### config.mk
export PLATFORM = sky130hd
export DESIGN_NAME = dual_toggle_timer
export DESIGN_NICKNAME = d
export VERILOG_FILES = /design/src/rtl/dtt_pkg.sv /design/src/rtl/dtt_ctrl.sv /design/src/rtl/dtt_datapath.sv /design/src/rtl/dual_toggle_timer.sv
export SDC_FILE = /design/constraint.sdc
export NUM_CORES = 1
export LEC_CHECK = 0
export BUFFER_PORTS_ARGS = -buffer_cell sky130_fd_sc_hd__buf_2
export CORE_ASPECT_RATIO = 0.6
export CORE_MARGIN = 2
export CORE_UTILIZATION = 40
export DETAILED_ROUTE_END_ITERATION = 7
export GPL_TIMING_DRIVEN = 0
export PLACE_DENSITY = 0.59
export SKIP_CTS_REPAIR_TIMING = 1
export SLEW_MARGIN = 20
export SYNTH_ARGS = -nofsm -noshare
export SYNTH_HDL_FRONTEND = slang
export SYNTH_SLANG_ARGS = --single-unit
export TNS_END_PERCENT = 1
### constraint.sdc
create_clock -name clk -period 2.6 [get_ports clk]
set_input_delay 0.13 -clock clk [delete_from_list [all_inputs] [get_ports clk]]
set_output_delay 0.13 -clock clk [all_outputs]
set_load 0.03 [all_outputs]
### src/rtl/dtt_pkg.sv
package dtt_pkg;

  localparam int unsigned NUM_CMP = 4;

  // register addresses
  localparam int unsigned REG_CTRL = 4;
  localparam int unsigned REG_FLAG = 5;

  // control word bit positions
  localparam int unsigned CB_RUN  = 0;
  localparam int unsigned CB_CLRA = 1;
  localparam int unsigned CB_STOP = 2;
  localparam int unsigned CB_INIA = 3;
  localparam int unsigned CB_INIB = 4;
  localparam int unsigned CB_DISA = 5;
  localparam int unsigned CB_DISB = 6;
  localparam int unsigned CB_ZERO = 7;

  // strobes from control to datapath
  typedef struct packed {
    logic               advance;
    logic               zeroCnt;
    logic               loadInit;
    logic               initA;
    logic               initB;
    logic               clrOnA;
    logic [NUM_CMP-1:0] cmpWe;
  } dtt_strobe_t;

endpackage

### src/rtl/dtt_ctrl.sv
module dtt_ctrl
  import dtt_pkg::*;
#(
  parameter int ADDR_W = 3
) (
  input  logic               clk,
  input  logic               rst,
  input  logic               tick,
  input  logic               wrEn,
  input  logic [ADDR_W-1:0]  wrAddr,
  input  logic [7:0]         wrByte,
  input  logic [NUM_CMP-1:0] hitVec,
  output dtt_strobe_t        strobe,
  output logic               disA,
  output logic               disB,
  output logic [NUM_CMP-1:0] flags
);

  logic ctrlWr;
  logic flagWr;
  logic runBit;
  logic clrOnA;
  logic stopOnA;
  logic [NUM_CMP-1:0] clearVec;

  assign ctrlWr   = wrEn && (wrAddr == ADDR_W'(REG_CTRL));
  assign flagWr   = wrEn && (wrAddr == ADDR_W'(REG_FLAG));
  assign clearVec = flagWr ? ~wrByte[NUM_CMP-1:0] : '0;

  always_ff @(posedge clk) begin
    if (rst) begin
      runBit  <= 1'b0;
      clrOnA  <= 1'b0;
      stopOnA <= 1'b0;
      disA    <= 1'b0;
      disB    <= 1'b0;
    end else if (ctrlWr) begin
      runBit  <= wrByte[CB_RUN];
      clrOnA  <= wrByte[CB_CLRA];
      stopOnA <= wrByte[CB_STOP];
      disA    <= wrByte[CB_DISA];
      disB    <= wrByte[CB_DISB];
    end else if (stopOnA && hitVec[0]) begin
      runBit  <= 1'b0;
    end
  end

  // hardware set wins over software clear
  always_ff @(posedge clk) begin
    if (rst) flags <= '0;
    else     flags <= (flags & ~clearVec) | hitVec;
  end

  always_comb begin
    strobe.advance  = tick && runBit;
    strobe.zeroCnt  = ctrlWr && wrByte[CB_ZERO];
    strobe.loadInit = ctrlWr;
    strobe.initA    = wrByte[CB_INIA];
    strobe.initB    = wrByte[CB_INIB];
    strobe.clrOnA   = clrOnA;
  end

  generate
    for (genvar i = 0; i < NUM_CMP; i++) begin : g_we
      assign strobe.cmpWe[i] = wrEn && (wrAddr == ADDR_W'(i));
    end
  endgenerate

  // a match always leaves its flag set
  a_r7_set_wins: assert property (@(posedge clk) disable iff (rst)
    hitVec[1] |=> flags[1]);

  // a set flag survives unless cleared
  a_r7_sticky: assert property (@(posedge clk) disable iff (rst)
    (flags[2] && !clearVec[2]) |=> flags[2]);

  // stop-on-A drops the run state
  a_r9_stop: assert property (@(posedge clk) disable iff (rst)
    (stopOnA && hitVec[0] && !ctrlWr) |=> !strobe.advance);

endmodule

### src/rtl/dtt_datapath.sv
module dtt_datapath
  import dtt_pkg::*;
#(
  parameter int CNT_W = 16
) (
  input  logic               clk,
  input  logic               rst,
  input  dtt_strobe_t        strobe,
  input  logic [CNT_W-1:0]   wrData,
  output logic [NUM_CMP-1:0] hitVec,
  output logic [CNT_W-1:0]   count,
  output logic               togA,
  output logic               togB
);

  logic [CNT_W-1:0]   cmpReg [NUM_CMP];
  logic [NUM_CMP-1:0] matchVec;
  logic               evA;
  logic               evB;

  generate
    for (genvar i = 0; i < NUM_CMP; i++) begin : g_cmp
      always_ff @(posedge clk) begin
        if (rst)                  cmpReg[i] <= '1;
        else if (strobe.cmpWe[i]) cmpReg[i] <= wrData;
      end
      assign matchVec[i] = (count == cmpReg[i]);
      assign hitVec[i]   = matchVec[i] && strobe.advance;
    end
  endgenerate

  always_ff @(posedge clk) begin
    if (rst)                          count <= '0;
    else if (strobe.zeroCnt)          count <= '0;
    else if (strobe.advance) begin
      if (strobe.clrOnA && hitVec[0]) count <= '0;
      else                            count <= count + 1'b1;
    end
  end

  // a pin inverts once even if both of its compares match
  assign evA = hitVec[0] | hitVec[2];
  assign evB = hitVec[1] | hitVec[3];

  always_ff @(posedge clk) begin
    if (rst) begin
      togA <= 1'b0;
      togB <= 1'b0;
    end else if (strobe.loadInit) begin
      togA <= strobe.initA;
      togB <= strobe.initB;
    end else begin
      if (evA) togA <= ~togA;
      if (evB) togB <= ~togB;
    end
  end

  // counter idle without a running tick
  a_r2_idle: assert property (@(posedge clk) disable iff (rst)
    (!strobe.advance && !strobe.zeroCnt) |=> $stable(count));

  // clear on compare A
  a_r3_clear: assert property (@(posedge clk) disable iff (rst)
    (strobe.advance && strobe.clrOnA && matchVec[0] && !strobe.zeroCnt) |=> (count == '0));

  // single inversion of pin A per event
  a_r4_single_toggle: assert property (@(posedge clk) disable iff (rst)
    (evA && !strobe.loadInit) |=> (togA != $past(togA)));

  // pin B holds without an event
  a_r5_hold: assert property (@(posedge clk) disable iff (rst)
    (!evB && !strobe.loadInit) |=> $stable(togB));

endmodule

### src/rtl/dual_toggle_timer.sv
module dual_toggle_timer
  import dtt_pkg::*;
#(
  parameter int CNT_W  = 16,
  parameter int ADDR_W = 3
) (
  input  logic               clk,
  input  logic               rst,
  input  logic               tick,
  input  logic               wrEn,
  input  logic [ADDR_W-1:0]  wrAddr,
  input  logic [CNT_W-1:0]   wrData,
  output logic [CNT_W-1:0]   count,
  output logic               pinA,
  output logic               pinB,
  output logic [NUM_CMP-1:0] flags
);

  dtt_strobe_t        strobe;
  logic [NUM_CMP-1:0] hitVec;
  logic               disA;
  logic               disB;
  logic               togA;
  logic               togB;

  dtt_ctrl #(.ADDR_W(ADDR_W)) u_ctrl (
    .clk    (clk),
    .rst    (rst),
    .tick   (tick),
    .wrEn   (wrEn),
    .wrAddr (wrAddr),
    .wrByte (wrData[7:0]),
    .hitVec (hitVec),
    .strobe (strobe),
    .disA   (disA),
    .disB   (disB),
    .flags  (flags)
  );

  dtt_datapath #(.CNT_W(CNT_W)) u_dp (
    .clk    (clk),
    .rst    (rst),
    .strobe (strobe),
    .wrData (wrData),
    .hitVec (hitVec),
    .count  (count),
    .togA   (togA),
    .togB   (togB)
  );

  assign pinA = disA ? 1'b0 : togA;
  assign pinB = disB ? 1'b0 : togB;

  // a masked pin stays low
  a_r8_mask: assert property (@(posedge clk) disable iff (rst)
    disA |-> !pinA);

endmodule

==> summary.md <==
| Metric | Value |
|---|---|
| CTS tree | `built` |
| Worst reg2reg startpoint | `u_dp.count[9]` |
| Peak supply drop | `0.299 mV` |
| Cell with the most instances after synthesis | `edfxtp_1` |
| Placer Congestion | `0.768` |
| Vias per cell | `5.02` |
| Layout area overhead | `14.7%` |
| WP data arrival | `2.62 ns` |
| Post-Syn Nets | `414` |
| Minimum clock period | `2.38 ns` |
| Die area | `0.0119 mm2` |
| Normalized max-slew margin | `52.2%` |
| Min-Delay Path Class | `in2reg` |
| Inserted Diodes | `0` |
| Synth warn | `0` |
| Worst path slowest cell | `or4_4` |
| PwrDens | `589 mW/mm2` |
| Worst Hold End | `u_dp.cmpReg[2][11]` |
| Crit path required time | `2.84 ns` |
| Maximum clock rate | `419 MHz` |
| R2r endpoint | `u_dp.count[3]` |
| Outcome | `completed` |
| Die H | `85.5 um` |
| Final hold vios | `0` |
| Syn_area_per_cell | `11.3 um2` |
| Crit path cell chain | `clkbuf_1, xnor2_1, nand4_1, or4_4, o21ai_4, buf_6, nor2_1` |
| Synth Register Bits | `91` |
| IO Count | `45` |
| Layout cells sized above 1 | `26.4%` |
| Synth unique cells | `40` |
| DP Wirelength | `7980 um` |
| Routed length per placed instance | `17.8 um` |
| Synth top area cells | `edfxtp_1 (43%), dfxtp_1 (12%), xnor2_1 (7.7%), xor2_1 (7.3%), or2_2 (6.8%)` |
| Buffers & Inverters on Critical Path | `2` |
| DIE WIDTH | `140 um` |
| Critical Path Source Type | `flop` |
| Min-delay src | `wrData[11]` |
| Family with the most delay on the worst path | `simple AND/OR/NAND/NOR gates` |
| Vias in the first global route | `2,856` |
| Initial Util | `41.5%` |
| Skew-Pair Late Insertion Delay | `0.34 ns` |
| Max_cap viols | `0` |
| Initial antenna violation count | `1` |
| FILL cells | `1,030` |
| EDFF count, synth | `64` |
| Final net count | `469` |
| Core area | `0.0107 mm2` |
| CTS sink count | `91` |
| Worst R2R Setup Slack | `0.22 ns` |
| Rows | `29` |
| Seq/Total Area, Yosys | `55.6%` |
| Critical path type | `reg2reg` |
| Ys async rst share | `0%` |
| Top FF cell, synth | `edfxtp_1` |
| Clk buf depth | `2` |
| Cell taking the most area after synthesis | `edfxtp_1` |
| CP peak stage delay | `0.57 ns` |
| Worst Skew | `0.00454 ns` |
| Setup TNS | `0 ns` |
| Post-route DRC | `0` |
| CTS H-tree lvls | `3` |
| Final-report max-slew violation count | `0` |
| Worst setup EP type | `flop` |
| First-pass GRT wire length | `16,100 um` |
| Fin Hold WS | `0.102 ns` |
| CP Launch Point | `u_dp.count[9]` |
| Largest net degree at the start of global routing | `17` |
| Post-Syn Instances | `390` |
| TritonCTS buffer count | `9` |
| Mapped Area | `0.00443 mm2` |
| Period utilization | `91.7%` |
| Clock slew at reported path FFs | `0.06 ns` |
| Post-DRT Antenna Nets | `0` |
| Reg2reg path depth | `7` |
| Post-Route WL | `10,500 um` |
| # port buffers | `44` |
| RSZ-0062 raised after global routing | `no` |
| Worst Hold Depth | `2` |
| Worst slew pin tran | `0.717 ns` |
| Final setup viols | `0` |
| Grt ovf | `0` |
| Via count | `2,954` |
| Top cells by count, synth | `edfxtp_1 (64), or2_2 (48), xnor2_1 (39)` |
| P_leak | `1.81 nW` |
| CTS root buf | `clkbuf_16` |
| Number of DRC markers in iteration 0 | `183` |
| DR pass1 iterations | `4` |
| Area share of the largest cell type after synthesis | `43.4%` |
| Worst-path fanout max | `10` |
| Total track usage | `18.5%` |
| Overall Power | `2.99 mW` |
-- final cells by class --
class	count	area (um2)	area share, %
timing repair buffer	44	220	4.34
clock inverter	5	20.0	0.394
sequential	91	2460	48.5
tap	139	174	3.43
clock buffer	11	233	4.59
buffer	25	124	2.44
inverter	4	15.0	0.296
multi-input combinational	270	1830	36.0
-- sequential cells by signal (all words and copies together), names as in the netlist --
name	cells
u_ctrl.clrOnA	1
u_ctrl.disA	1
u_ctrl.disB	1
u_ctrl.flags	4
u_ctrl.runBit	1
u_ctrl.stopOnA	1
u_dp.cmpReg	64
u_dp.count	16
u_dp.togA	1
u_dp.togB	1
-- worst register-to-register path: cells and delay by family (launching register included) --
family                    cells  cell delay, ns
and+or+nand+nor               3            0.77
buffers and inverters         2            0.67
DFF                           1            0.32
AOI/OAI and AO/OA             1            0.27
xor gates and xnor gates      1            0.25
-- where the power goes --
group / leakage, nW / internal, mW / switching [mW]
registers: 0.855 / 1.62 / 0.0310
clock network: 0.123 / 0.634 / 0.521
logic: 0.836 / 0.0724 / 0.109
total: 1.81 / 2.33 / 0.661
-- stage by stage --
step           setup slack (ns)  util [%]  cells  instance area, um2
4_1_cts                  0.0596      47.5    589                5070
6_report                  0.215      47.6    589                5070
5_1_grt                  0.0864      47.6    589                5070
3_3_place_gp              0.105      45.2    573                4820
2_1_floorplan             0.256         -    390                4430
3_5_place_dp             0.0709      45.2    573                4820
-- cells in the final DEF (no fill, tap or decap), drive strengths merged, types with 2 or more instances in the layout --
cell type / synthesis / routed
edfxtp: 64 / 64
buf: 12 / 56
or2: 48 / 48
xnor2: 40 / 40
xor2: 37 / 37
dfxtp: 27 / 27
clkbuf: 13 / 24
nor2: 23 / 23
nand2b: 16 / 16
nand2: 14 / 14
nand3: 14 / 14
nand4: 13 / 13
nor2b: 8 / 8
a21oi: 8 / 8
nor3: 8 / 8
o21ai: 7 / 7
nor4: 5 / 5
clkinv: 0 / 5
and3: 4 / 4
inv: 4 / 4
mux2i: 4 / 4
a21o: 3 / 3
nand3b: 3 / 3
a2111o: 2 / 2
nor3b: 2 / 2
or4: 2 / 2
-- metal layers --
metal,up-vias,track usage [%],share of wire (%)
met5,-,0,0
met4,0,4.18,0.89
met3,11,5.14,8.2
met2,69,25.7,40
met1,1431,28.4,51
li1,1443,-,-
-- cell families (layout without fill, tap and decap cells) --
| kind of cell | after synthesis | after routing | share of synthesized area [%] |
|---|---|---|---|
| DFF | 91 | 91 | 55.6 |
| buffers and inverters | 29 | 89 | 3.08 |
| xor gates and xnor gates | 77 | 77 | 15.4 |
| muxes | 4 | 4 | 0.905 |
| and+or+nand+nor | 166 | 166 | 21.3 |
| AOI/OAI and AO/OA | 22 | 22 | 3.34 |
| adders and majority gates | 1 | 1 | 0.283 |
-- how the worst max path moves through the flow --
| stage | cells after the start | end | slack (ns) |
|---|---|---|---|
| finish | 7 | u_dp.count[3] | 0.22 |
| global route | 7 | u_dp.count[15] | 0.09 |
| CTS | 7 | u_dp.count[9] | 0.06 |
| detailed placement | 7 | u_dp.count[9] | 0.07 |
| global placement | 7 | u_dp.count[5] | 0.11 |
| floorplan | 7 | u_dp.count[10] | 0.26 |
Note: power is estimated with default switching activity, not from simulation.
